File: src/rtl/lsw_pkg.sv
package lsw_pkg;

  typedef enum logic [1:0] {
    PAIR_FIRST  = 2'b00,
    PAIR_SECOND = 2'b01,
    PAIR_BOTH   = 2'b10,
    PAIR_EITHER = 2'b11
  } pair_sel_e;

  typedef enum logic [1:0] {
    ACC_NEVER = 2'b00,
    ACC_READ  = 2'b01,
    ACC_WRITE = 2'b10,
    ACC_ANY   = 2'b11
  } acc_sel_e;

  // Packed MSB first: acc [7:6], data_care [5], data_sel [4:3],
  // addr_care [2], addr_sel [1:0]
  typedef struct packed {
    acc_sel_e  acc;
    logic      data_care;
    pair_sel_e data_sel;
    logic      addr_care;
    pair_sel_e addr_sel;
  } wp_field_t;

  localparam int FIELD_W = $bits(wp_field_t);

endpackage

File: src/rtl/lsw_pair_match.sv
module lsw_pair_match
  import lsw_pkg::*;
(
  input  pair_sel_e  sel,
  input  logic       care,
  input  logic [1:0] hit,
  output logic       match
);

  logic combined;

  always_comb begin
    unique case (sel)
      PAIR_FIRST:  combined = hit[0];
      PAIR_SECOND: combined = hit[1];
      PAIR_BOTH:   combined = hit[0] & hit[1];
      default:     combined = hit[0] | hit[1];
    endcase
  end

  assign match = ~care | combined;

endmodule

File: src/rtl/lsw_ctrl_regs.sv
module lsw_ctrl_regs
  import lsw_pkg::*;
#(
  parameter int NUM_WP = 2
) (
  input  logic                        clk,
  input  logic                        rst,
  input  logic                        cfg_we,
  input  logic [9*NUM_WP:0]           cfg_wdata,
  input  logic                        dbg_we,
  input  logic [NUM_WP-1:0]           dbg_wdata,
  output wp_field_t [NUM_WP-1:0]      fields,
  output logic [NUM_WP-1:0]           sw_en,
  output logic [NUM_WP-1:0]           dbg_en,
  output logic                        nomask
);

  localparam int FIELDS_W = FIELD_W * NUM_WP;
  localparam int CFG_W    = FIELDS_W + NUM_WP + 1;

  logic [CFG_W-1:0]  cfg_q;
  logic [NUM_WP-1:0] dbg_en_q;

  always_ff @(posedge clk) begin
    if (rst) begin
      cfg_q <= '0;
    end else if (cfg_we) begin
      cfg_q <= cfg_wdata;
    end
  end

  always_ff @(posedge clk) begin
    if (rst) begin
      dbg_en_q <= '0;
    end else if (dbg_we) begin
      dbg_en_q <= dbg_wdata;
    end
  end

  assign fields = cfg_q[FIELDS_W-1:0];
  assign sw_en  = cfg_q[FIELDS_W +: NUM_WP];
  assign nomask = cfg_q[CFG_W-1];
  assign dbg_en = dbg_en_q;

  // the software write port leaves the debug enables alone
  a_r8_dbg_readonly: assert property (@(posedge clk) disable iff (rst)
    (cfg_we && !dbg_we) |=> $stable(dbg_en_q));

  // reset clears both registers
  a_r9_reset_clear: assert property (@(posedge clk)
    rst |=> (cfg_q == '0 && dbg_en_q == '0));

endmodule

File: src/rtl/lsw_wp_lane.sv
module lsw_wp_lane
  import lsw_pkg::*;
(
  input  logic       clk,
  input  logic       rst,
  input  wp_field_t  field,
  input  logic       sw_en,
  input  logic       dbg_en,
  input  logic       nomask,
  input  logic       bus_valid,
  input  logic       bus_fetch,
  input  logic       bus_write,
  input  logic       ri_status,
  input  logic [1:0] addr_hit,
  input  logic [1:0] data_hit,
  output logic       sw_trap_q,
  output logic       dbg_trap_q
);

  logic [1:0] side_match;
  logic       acc_ok;
  logic       recognised;
  logic       wp_event;

  // side 0 = address comparators, side 1 = data comparators
  for (genvar s = 0; s < 2; s++) begin : g_side
    lsw_pair_match u_pair (
      .sel   (s == 0 ? field.addr_sel  : field.data_sel),
      .care  (s == 0 ? field.addr_care : field.data_care),
      .hit   (s == 0 ? addr_hit        : data_hit),
      .match (side_match[s])
    );
  end

  always_comb begin
    unique case (field.acc)
      ACC_NEVER: acc_ok = 1'b0;
      ACC_READ:  acc_ok = ~bus_write;
      ACC_WRITE: acc_ok = bus_write;
      default:   acc_ok = 1'b1;
    endcase
  end

  assign recognised = nomask | ri_status;
  assign wp_event   = bus_valid & ~bus_fetch & acc_ok & (&side_match) & recognised;

  always_ff @(posedge clk) begin
    if (rst) begin
      sw_trap_q  <= 1'b0;
      dbg_trap_q <= 1'b0;
    end else begin
      sw_trap_q  <= wp_event & sw_en;
      dbg_trap_q <= wp_event & dbg_en;
    end
  end

  // a trap always follows a valid data-bus cycle
  a_r5_needs_data_cycle: assert property (@(posedge clk) disable iff (rst)
    (sw_trap_q || dbg_trap_q) |-> $past(bus_valid && !bus_fetch));

  // masked mode needs the recoverable-interrupt bit
  a_r6_mask_gate: assert property (@(posedge clk) disable iff (rst)
    (sw_trap_q || dbg_trap_q) |-> ($past(nomask) || $past(ri_status)));

  // each output follows its own enable
  a_r7_sw_enable: assert property (@(posedge clk) disable iff (rst)
    sw_trap_q |-> $past(sw_en));

  a_r7_dbg_enable: assert property (@(posedge clk) disable iff (rst)
    dbg_trap_q |-> $past(dbg_en));

  // access type never blocks all events
  a_r4_never_type: assert property (@(posedge clk) disable iff (rst)
    (sw_trap_q || dbg_trap_q) |-> ($past(field.acc) != ACC_NEVER));

endmodule

File: src/rtl/lsbus_watchpoint.sv
module lsbus_watchpoint
  import lsw_pkg::*;
#(
  parameter int NUM_WP = 2
) (
  input  logic                clk,
  input  logic                rst,
  input  logic                bus_valid,
  input  logic                bus_fetch,
  input  logic                bus_write,
  input  logic                ri_status,
  input  logic [1:0]          addr_hit,
  input  logic [1:0]          data_hit,
  input  logic                cfg_we,
  input  logic [9*NUM_WP:0]   cfg_wdata,
  input  logic                dbg_we,
  input  logic [NUM_WP-1:0]   dbg_wdata,
  output logic [NUM_WP-1:0]   sw_trap,
  output logic [NUM_WP-1:0]   dbg_trap
);

  wp_field_t [NUM_WP-1:0] fields;
  logic [NUM_WP-1:0]      sw_en;
  logic [NUM_WP-1:0]      dbg_en;
  logic                   nomask;

  lsw_ctrl_regs #(.NUM_WP(NUM_WP)) u_regs (
    .clk       (clk),
    .rst       (rst),
    .cfg_we    (cfg_we),
    .cfg_wdata (cfg_wdata),
    .dbg_we    (dbg_we),
    .dbg_wdata (dbg_wdata),
    .fields    (fields),
    .sw_en     (sw_en),
    .dbg_en    (dbg_en),
    .nomask    (nomask)
  );

  for (genvar i = 0; i < NUM_WP; i++) begin : g_lane
    lsw_wp_lane u_lane (
      .clk        (clk),
      .rst        (rst),
      .field      (fields[i]),
      .sw_en      (sw_en[i]),
      .dbg_en     (dbg_en[i]),
      .nomask     (nomask),
      .bus_valid  (bus_valid),
      .bus_fetch  (bus_fetch),
      .bus_write  (bus_write),
      .ri_status  (ri_status),
      .addr_hit   (addr_hit),
      .data_hit   (data_hit),
      .sw_trap_q  (sw_trap[i]),
      .dbg_trap_q (dbg_trap[i])
    );
  end

  // an idle bus leaves the outputs low one clock later
  a_r10_idle_clears: assert property (@(posedge clk) disable iff (rst)
    !bus_valid |=> (sw_trap == '0 && dbg_trap == '0));

endmodule

File: config.mk
export PLATFORM = sky130hd
export DESIGN_NAME = lsbus_watchpoint
export DESIGN_NICKNAME = d
export VERILOG_FILES = /design/src/rtl/lsw_pkg.sv /design/src/rtl/lsw_pair_match.sv /design/src/rtl/lsw_ctrl_regs.sv /design/src/rtl/lsw_wp_lane.sv /design/src/rtl/lsbus_watchpoint.sv
export SDC_FILE = /design/constraint.sdc
export NUM_CORES = 1
export LEC_CHECK = 0
export ABC_AREA = 1
export BUFFER_PORTS_ARGS = -buffer_cell sky130_fd_sc_hd__buf_2
export CORE_MARGIN = 1
export CORE_UTILIZATION = 25
export CTS_CLUSTER_DIAMETER = 150
export CTS_CLUSTER_SIZE = 30
export DETAILED_ROUTE_END_ITERATION = 8
export PLACE_DENSITY = 0.46
export SETUP_SLACK_MARGIN = 0.2
export SYNTH_ARGS = -nofsm -noshare
export SYNTH_HDL_FRONTEND = slang
export SYNTH_SLANG_ARGS = --single-unit
File: constraint.sdc
create_clock -name clk -period 0.8 [get_ports clk]
set_input_delay 0.04 -clock clk [delete_from_list [all_inputs] [get_ports clk]]
set_output_delay 0.04 -clock clk [all_outputs]
set_load 0.005 [all_outputs]
=== Word-level counts from Yosys, hierarchy flattened ===
Cells that the tools add are included.

* Equality and inequality tests: 12
* Multiplexer cells: 6
* Bitwise logic cells: 26
* Reduce and logical (&&, ||, !) cells: 8

{| class="wikitable"
|+ Operator list
! kind !! count
|-
| 1-bit case mux with 3 select lines || 6
|-
| 1-bit AND || 13
|-
| 2-bit by 1-bit == test with 1-bit output (second input constant) || 6
|-
| 2-bit == test (second input constant) || 6
|-
| 2-bit zero test || 6
|-
| 1-bit bitwise OR || 7
|-
| 1-bit NOT || 6
|-
| 2-bit AND reduction || 2
|}

* Bits in registers: 25
* Input port bits: 33
* Output and inout port bits: 4
* Word-level logic and storage cells: 58

=== Longest topological paths before layout ===
* Depth after elaboration: 7
* Mapped depth: 6
* Mapped depth without buffers: 6

=== By module ===
Synthesis repeated with hierarchy kept, for this count alone.

* Cells, all modules: 203
* Area, all modules: 1,252.5 µm²

{| class="wikitable"
|+ Modules (own cells, without submodules)
! module !! instances !! cells an instance !! area each (µm²) !! sequential area each (µm²)
|-
| lsw_ctrl_regs || 1 || 133 || 867.1 || 420.4
|-
| lsw_wp_lane || 2 || 17 || 107.6 || 40.0
|-
| lsw_pair_match || 4 || 9 || 42.5 || 0.0
|}

=== Worst setup path before layout ===
OpenSTA, ideal clock, no wires.

* Path kind: flip-flop to flip-flop
* Start: register u_regs.cfg_q[18]
* End: register g_lane[0].u_lane.dbg_trap_q
* Setup time: 0.064 ns
* Arrival time: 0.676 ns
* Required time: 0.736 ns
* Slack: 0.060 ns
* Stages on the path, launching flop included: 7
* Path buffers: 0
* Period minus slack after synthesis: 0.740 ns
* Cell sequence: dfxtp_1 > inv_1 > nand2_1 > nand2_1 > nor2_1 > nand3_1 > nor2_1

* Cells in the longest elaborated chain, start to end: 3

{| class="wikitable"
|+ Ends and longest elaborated chain
! what !! line !! text
|-
| start, declared || lsw_ctrl_regs.sv:21 || <nowiki>logic [CFG_W-1:0] cfg_q;</nowiki>
|-
| start signal, assigned || lsw_ctrl_regs.sv:28 || <nowiki>cfg_q <= cfg_wdata;</nowiki>
|-
| 1-bit bitwise OR || lsw_wp_lane.sv:44 || <nowiki>assign recognised = nomask | ri_status;</nowiki>
|-
| 1-bit AND || lsw_wp_lane.sv:45 || <nowiki>assign wp_event = bus_valid & ~bus_fetch & acc_ok & (&side_match) & recognised;</nowiki>
|-
| 1-bit AND || lsw_wp_lane.sv:53 || <nowiki>dbg_trap_q <= wp_event & dbg_en;</nowiki>
|-
| end signal, assigned || lsw_wp_lane.sv:53 ||
|-
| end, declared || lsw_wp_lane.sv:17 || <nowiki>output logic dbg_trap_q</nowiki>
|}

No other way between the ends.
A chain may end at the register's enable or synchronous reset.

=== Worst setup path after layout ===
* Start: register u_regs.cfg_q[18]
* End: register g_lane[0].u_lane.sw_trap_q

* Cells in the longest elaborated chain, start to end: 3

{| class="wikitable"
|+ Ends and longest elaborated chain
! what !! line !! text
|-
| 1-bit bitwise OR || lsw_wp_lane.sv:44 ||
|-
| 1-bit AND || lsw_wp_lane.sv:45 ||
|-
| 1-bit AND || lsw_wp_lane.sv:52 || <nowiki>sw_trap_q <= wp_event & sw_en;</nowiki>
|-
| end signal, assigned || lsw_wp_lane.sv:52 ||
|-
| end, declared || lsw_wp_lane.sv:16 || <nowiki>output logic sw_trap_q,</nowiki>
|}

No other way between the ends.

==> summary.txt <==
Cells and area
  – Post-route cell area: 1490 um^2
  – Multi-input logic area: 544 um^2
  – Antenna Cells: 0
  – P&R area growth vs syn: 39.0%
  – Seq. cell area: 523 um^2
  – # fillers: 451
  – Ratio of cells with drive above 1 in the final layout: 48.5%
  – Final #Nets: 230

Critical path
  – Crit path top cell by count: nand2_2
  – Setup slack, reg-to-reg: -0.05 ns
  – CP max stage cell: dfxtp_2
  – RR Startpoint: u_regs.cfg_q[18]$_SDFFE_PP0P_
  – Crit-path leading delay family: simple AND/OR/NAND/NOR gates
  – Critical Path Sink Type: flip-flop
  – Worst EP arrival: about 1.1 ns
  – Crit-path cells: inv_2 -> nand2_2 -> nand2_2 -> nor2_2 -> nand3_2 -> nor2_1
  – Reg-to-reg endpoint: g_lane[0].u_lane.sw_trap_q$_SDFF_PP0_
  – Crit path depth: 6
  – Slowest stage delay, CP: ~0.33 ns
  – Worst path bufs/invs: 1
  – Worst setup path endpoint: g_lane[0].u_lane.sw_trap_q$_SDFF_PP0_
  – Worst-path maximum fanout: 2
  – Reg2Reg Depth: 6
  – Critical path data required time: 1.01 ns
  – Crit. Startpoint: u_regs.cfg_q[18]$_SDFFE_PP0P_
  – Critical path class: flip-flop to flip-flop
  – Critical path launch point type: flip-flop

Pwr
  – Internal power: 1.88 mW
  – Pwr/cell area: 1670 nW/um^2
  – Worst IR drop on VDD: 0.000885 V
  – Seq pwr share: between 50% and 60%
  – Psw: 0.619 mW
  – Gate power share: 15.8%
  – Sw Share: 24.8%
  – Clock network fraction of total power: 28.8%
  – Total chip power: 2.50 mW
  – P_leak: 0.705 nW

CTS
  – Clock sink count: 25
  – CTS tree: done
  – Root buf cell: clkbuf_8
  – Worst-path clk slew: roughly 0.08 ns
  – CTS max path bufs: 2
  – Clock Latency Late Sink: 0.26 ns
  – Clock buffer count from CTS: 3
  – Htree depth: 1
  – Setup Buffers After CTS: 0

Logic synthesis
  – Yosys top cell by area: dfxtp_1
  – Post-synthesis mux area share: 0%
  – Async SR Flop Fraction: 0%
  – Syn Nets: 190
  – Ys Warns: 0
  – Synth Register Bits: 25
  – Main combinational cell family by area after synthesis: simple AND/OR/NAND/NOR gates
  – Count leader, synth: nor2_1
  – Number of synthesized flops with an enable pin: 0
  – Yosys top cell area share: 46.6%
  – XOR/XNOR Fraction of Synth Area: 0%
  – Adder-Cell Fraction of Synth Area: 0%
  – Compound-Gate Fraction of Synth Area: between 10% and 20%
  – Post-Synthesis Cells: about 160
  – Average size of a mapped cell: 6.84 um^2
  – Register area share after synthesis: 46.6%
  – Synth area leaders: dfxtp_1 (47%), nor2_1 (18%), nand2_1 (9.8%)
  – Post-Syn Area: 1070 um^2
  – Synth unique cells: 12
  – Synth Area in Simple Gates: 30.4%
  – Post-synth top cells: nor2_1 (51), nand2_1 (28), dfxtp_1 (25), o21ai_0 (20), inv_1 (12)
  – Top FF cell, synth: dfxtp_1

Drt
  – Residual DRC: 0
  – Wire per inst: 9.73 um
  – Post-Route WL: 2390 um
  – Final ANT Viol Nets: 0
  – Initial DRC count: 28
  – Routed vias/inst: 4.24
  – Vias: 1042
  – Drt pass-1 iters: 4

Global route
  – First-pass GRT wire length: 4080 um
  – Antenna violations before repair: 0
  – Total GRT Usage: 12.0%
  – GR Overflow Total: 0
  – Number of global-route vias before repair: 983
  – Largest net degree at the start of global routing: 17

Status
  – Failing checks: hold timing, setup timing
  – Status: complete, but fails checks

Floorplanning
  – Die W: 67.5 um
  – IO Count: 37
  – Die height: 67.5 um
  – Rows: 23
  – Die footprint: 4560 um^2
  – Initial Utilization: 26.5%
  – Core Region: 4060 um^2

Min path
  – HP Class: primary input to flip-flop
  – Min-delay src: cfg_wdata[10]

STA
  – Period utilization: 106%
  – Relative slew slack: 83.0%
  – Post-route setup slack: -0.0492 ns
  – Final setup violation count: 4
  – Max-slew violations: 0
  – Clock skew: 0.00291 ns
  – Minimum clock period: 0.849 ns
  – Setup TNS Final: -0.142 ns
  – RSZ-0062 raised after global routing: yes
  – Worst-margin pin slew: roughly 0.25 ns
  – Hold WS: -0.0128 ns
  – Fin. Hold Viols: 10
  – Fmax: ~1200 MHz

Placed design
  – Post-DP Area: 1330 um^2
  – Port bufs: 36
  – Routability congestion estimate: 0.725
  – Hpwl dp: 1860 um

Run
  – Max Cap Viol: 0
-- worst min path at each step --
stage	end	slack, ns	cells past startpoint
2_1_floorplan	u_regs.cfg_q[0]$_SDFFE_PP0P_	0.17	2
3_3_place_gp	u_regs.cfg_q[10]$_SDFFE_PP0P_	0.27	3
3_5_place_dp	u_regs.cfg_q[0]$_SDFFE_PP0P_	0.27	3
4_1_cts	u_regs.cfg_q[11]$_SDFFE_PP0P_	-0.01	3
5_1_grt	u_regs.cfg_q[10]$_SDFFE_PP0P_	-0.02	3
6_report	u_regs.cfg_q[10]$_SDFFE_PP0P_	-0.01	3
-- metrics by stage --
stage / setup slack, ns / utilization, % / cells
2_1_floorplan: 0.0717 / - / 157
3_3_place_gp: -0.103 / 32.8 / 242
3_5_place_dp: -0.0963 / 32.8 / 242
4_1_cts: -0.0668 / 34.6 / 246
5_1_grt: -0.112 / 36.8 / 246
6_report: -0.0492 / 36.8 / 246
-- sequential cells by signal (all words and copies together) (netlist names) --
signal	flops
g_lane.u_lane.sw_trap_q	2
g_lane.u_lane.dbg_trap_q	2
u_regs.cfg_q	19
u_regs.dbg_en	2
-- routing by layer --
metal	up-vias	routed length (um)	GRT usage, %
met1	451	1170	15.2
met4	0	21	3.19
met2	25	1080	19.6
li1	564	-	-
met3	2	127	3.55
met5	-	0	0
-- worst register-to-register path, stage by stage (launching register included) --
cell	delay, ns
dfxtp_2	0.33
inv_2	0.04
nand2_2	0.06
nand2_2	0.07
nor2_2	0.14
nand3_2	0.09
nor2_1	0.09
-- layout make-up --
class / count / area share [%]
Clock buffer: 4 / 3.02
Timing Repair Buffer: 44 / 17.8
Multi-Input combinational cell: 109 / 36.5
Inverter: 14 / 3.52
Tap cell: 50 / 4.19
Sequential cell: 25 / 35.0
-- what timing repair did --
| item | 4_1_cts | 5_1_grt |
|---|---|---|
| pin swaps | 2 | 15 |
| gates resized for setup | 27 | 36 |
| endpoints found under the setup margin | 25 | 23 |
| hold endpoints to repair | 15 | 2 |
-- power groups by stage --
| stage | clock, mW | sequential [mW] | combinational (mW) |
|---|---|---|---|
| 6_report | 0.718 | 1.38 | 0.396 |
| 3_5_place_dp | 0 | 1.38 | 0.344 |
| 3_3_place_gp | 0 | 1.38 | 0.346 |
| 2_1_floorplan | 0 | 1.37 | 0.190 |
| 4_1_cts | 0.765 | 1.36 | 0.365 |
| 5_1_grt | 0.815 | 1.39 | 0.450 |
-- placed cells by master (no fill, tap or decap) --
cell type,count
buf_12,2
nand2_2,2
nor2_2,3
o21ai_2,16
o21ai_1,3
buf_4,6
dfxtp_1,7
nand3_1,1
nor2_1,48
buf_2,36
inv_1,10
dfxtp_2,18
nand3_2,5
nand2_1,26
inv_2,4
a21oi_1,3
clkbuf_8,3
o21ai_0,2
clkbuf_1,1
-- logic make-up (layout without fill, tap and decap cells) --
family	Yosys count	count (layout)
and+or+nand+nor	85	85
DFF	25	25
AOI/OAI and AO/OA	24	24
buffers and inverters	23	62
Power figures use the tool's default switching activity.
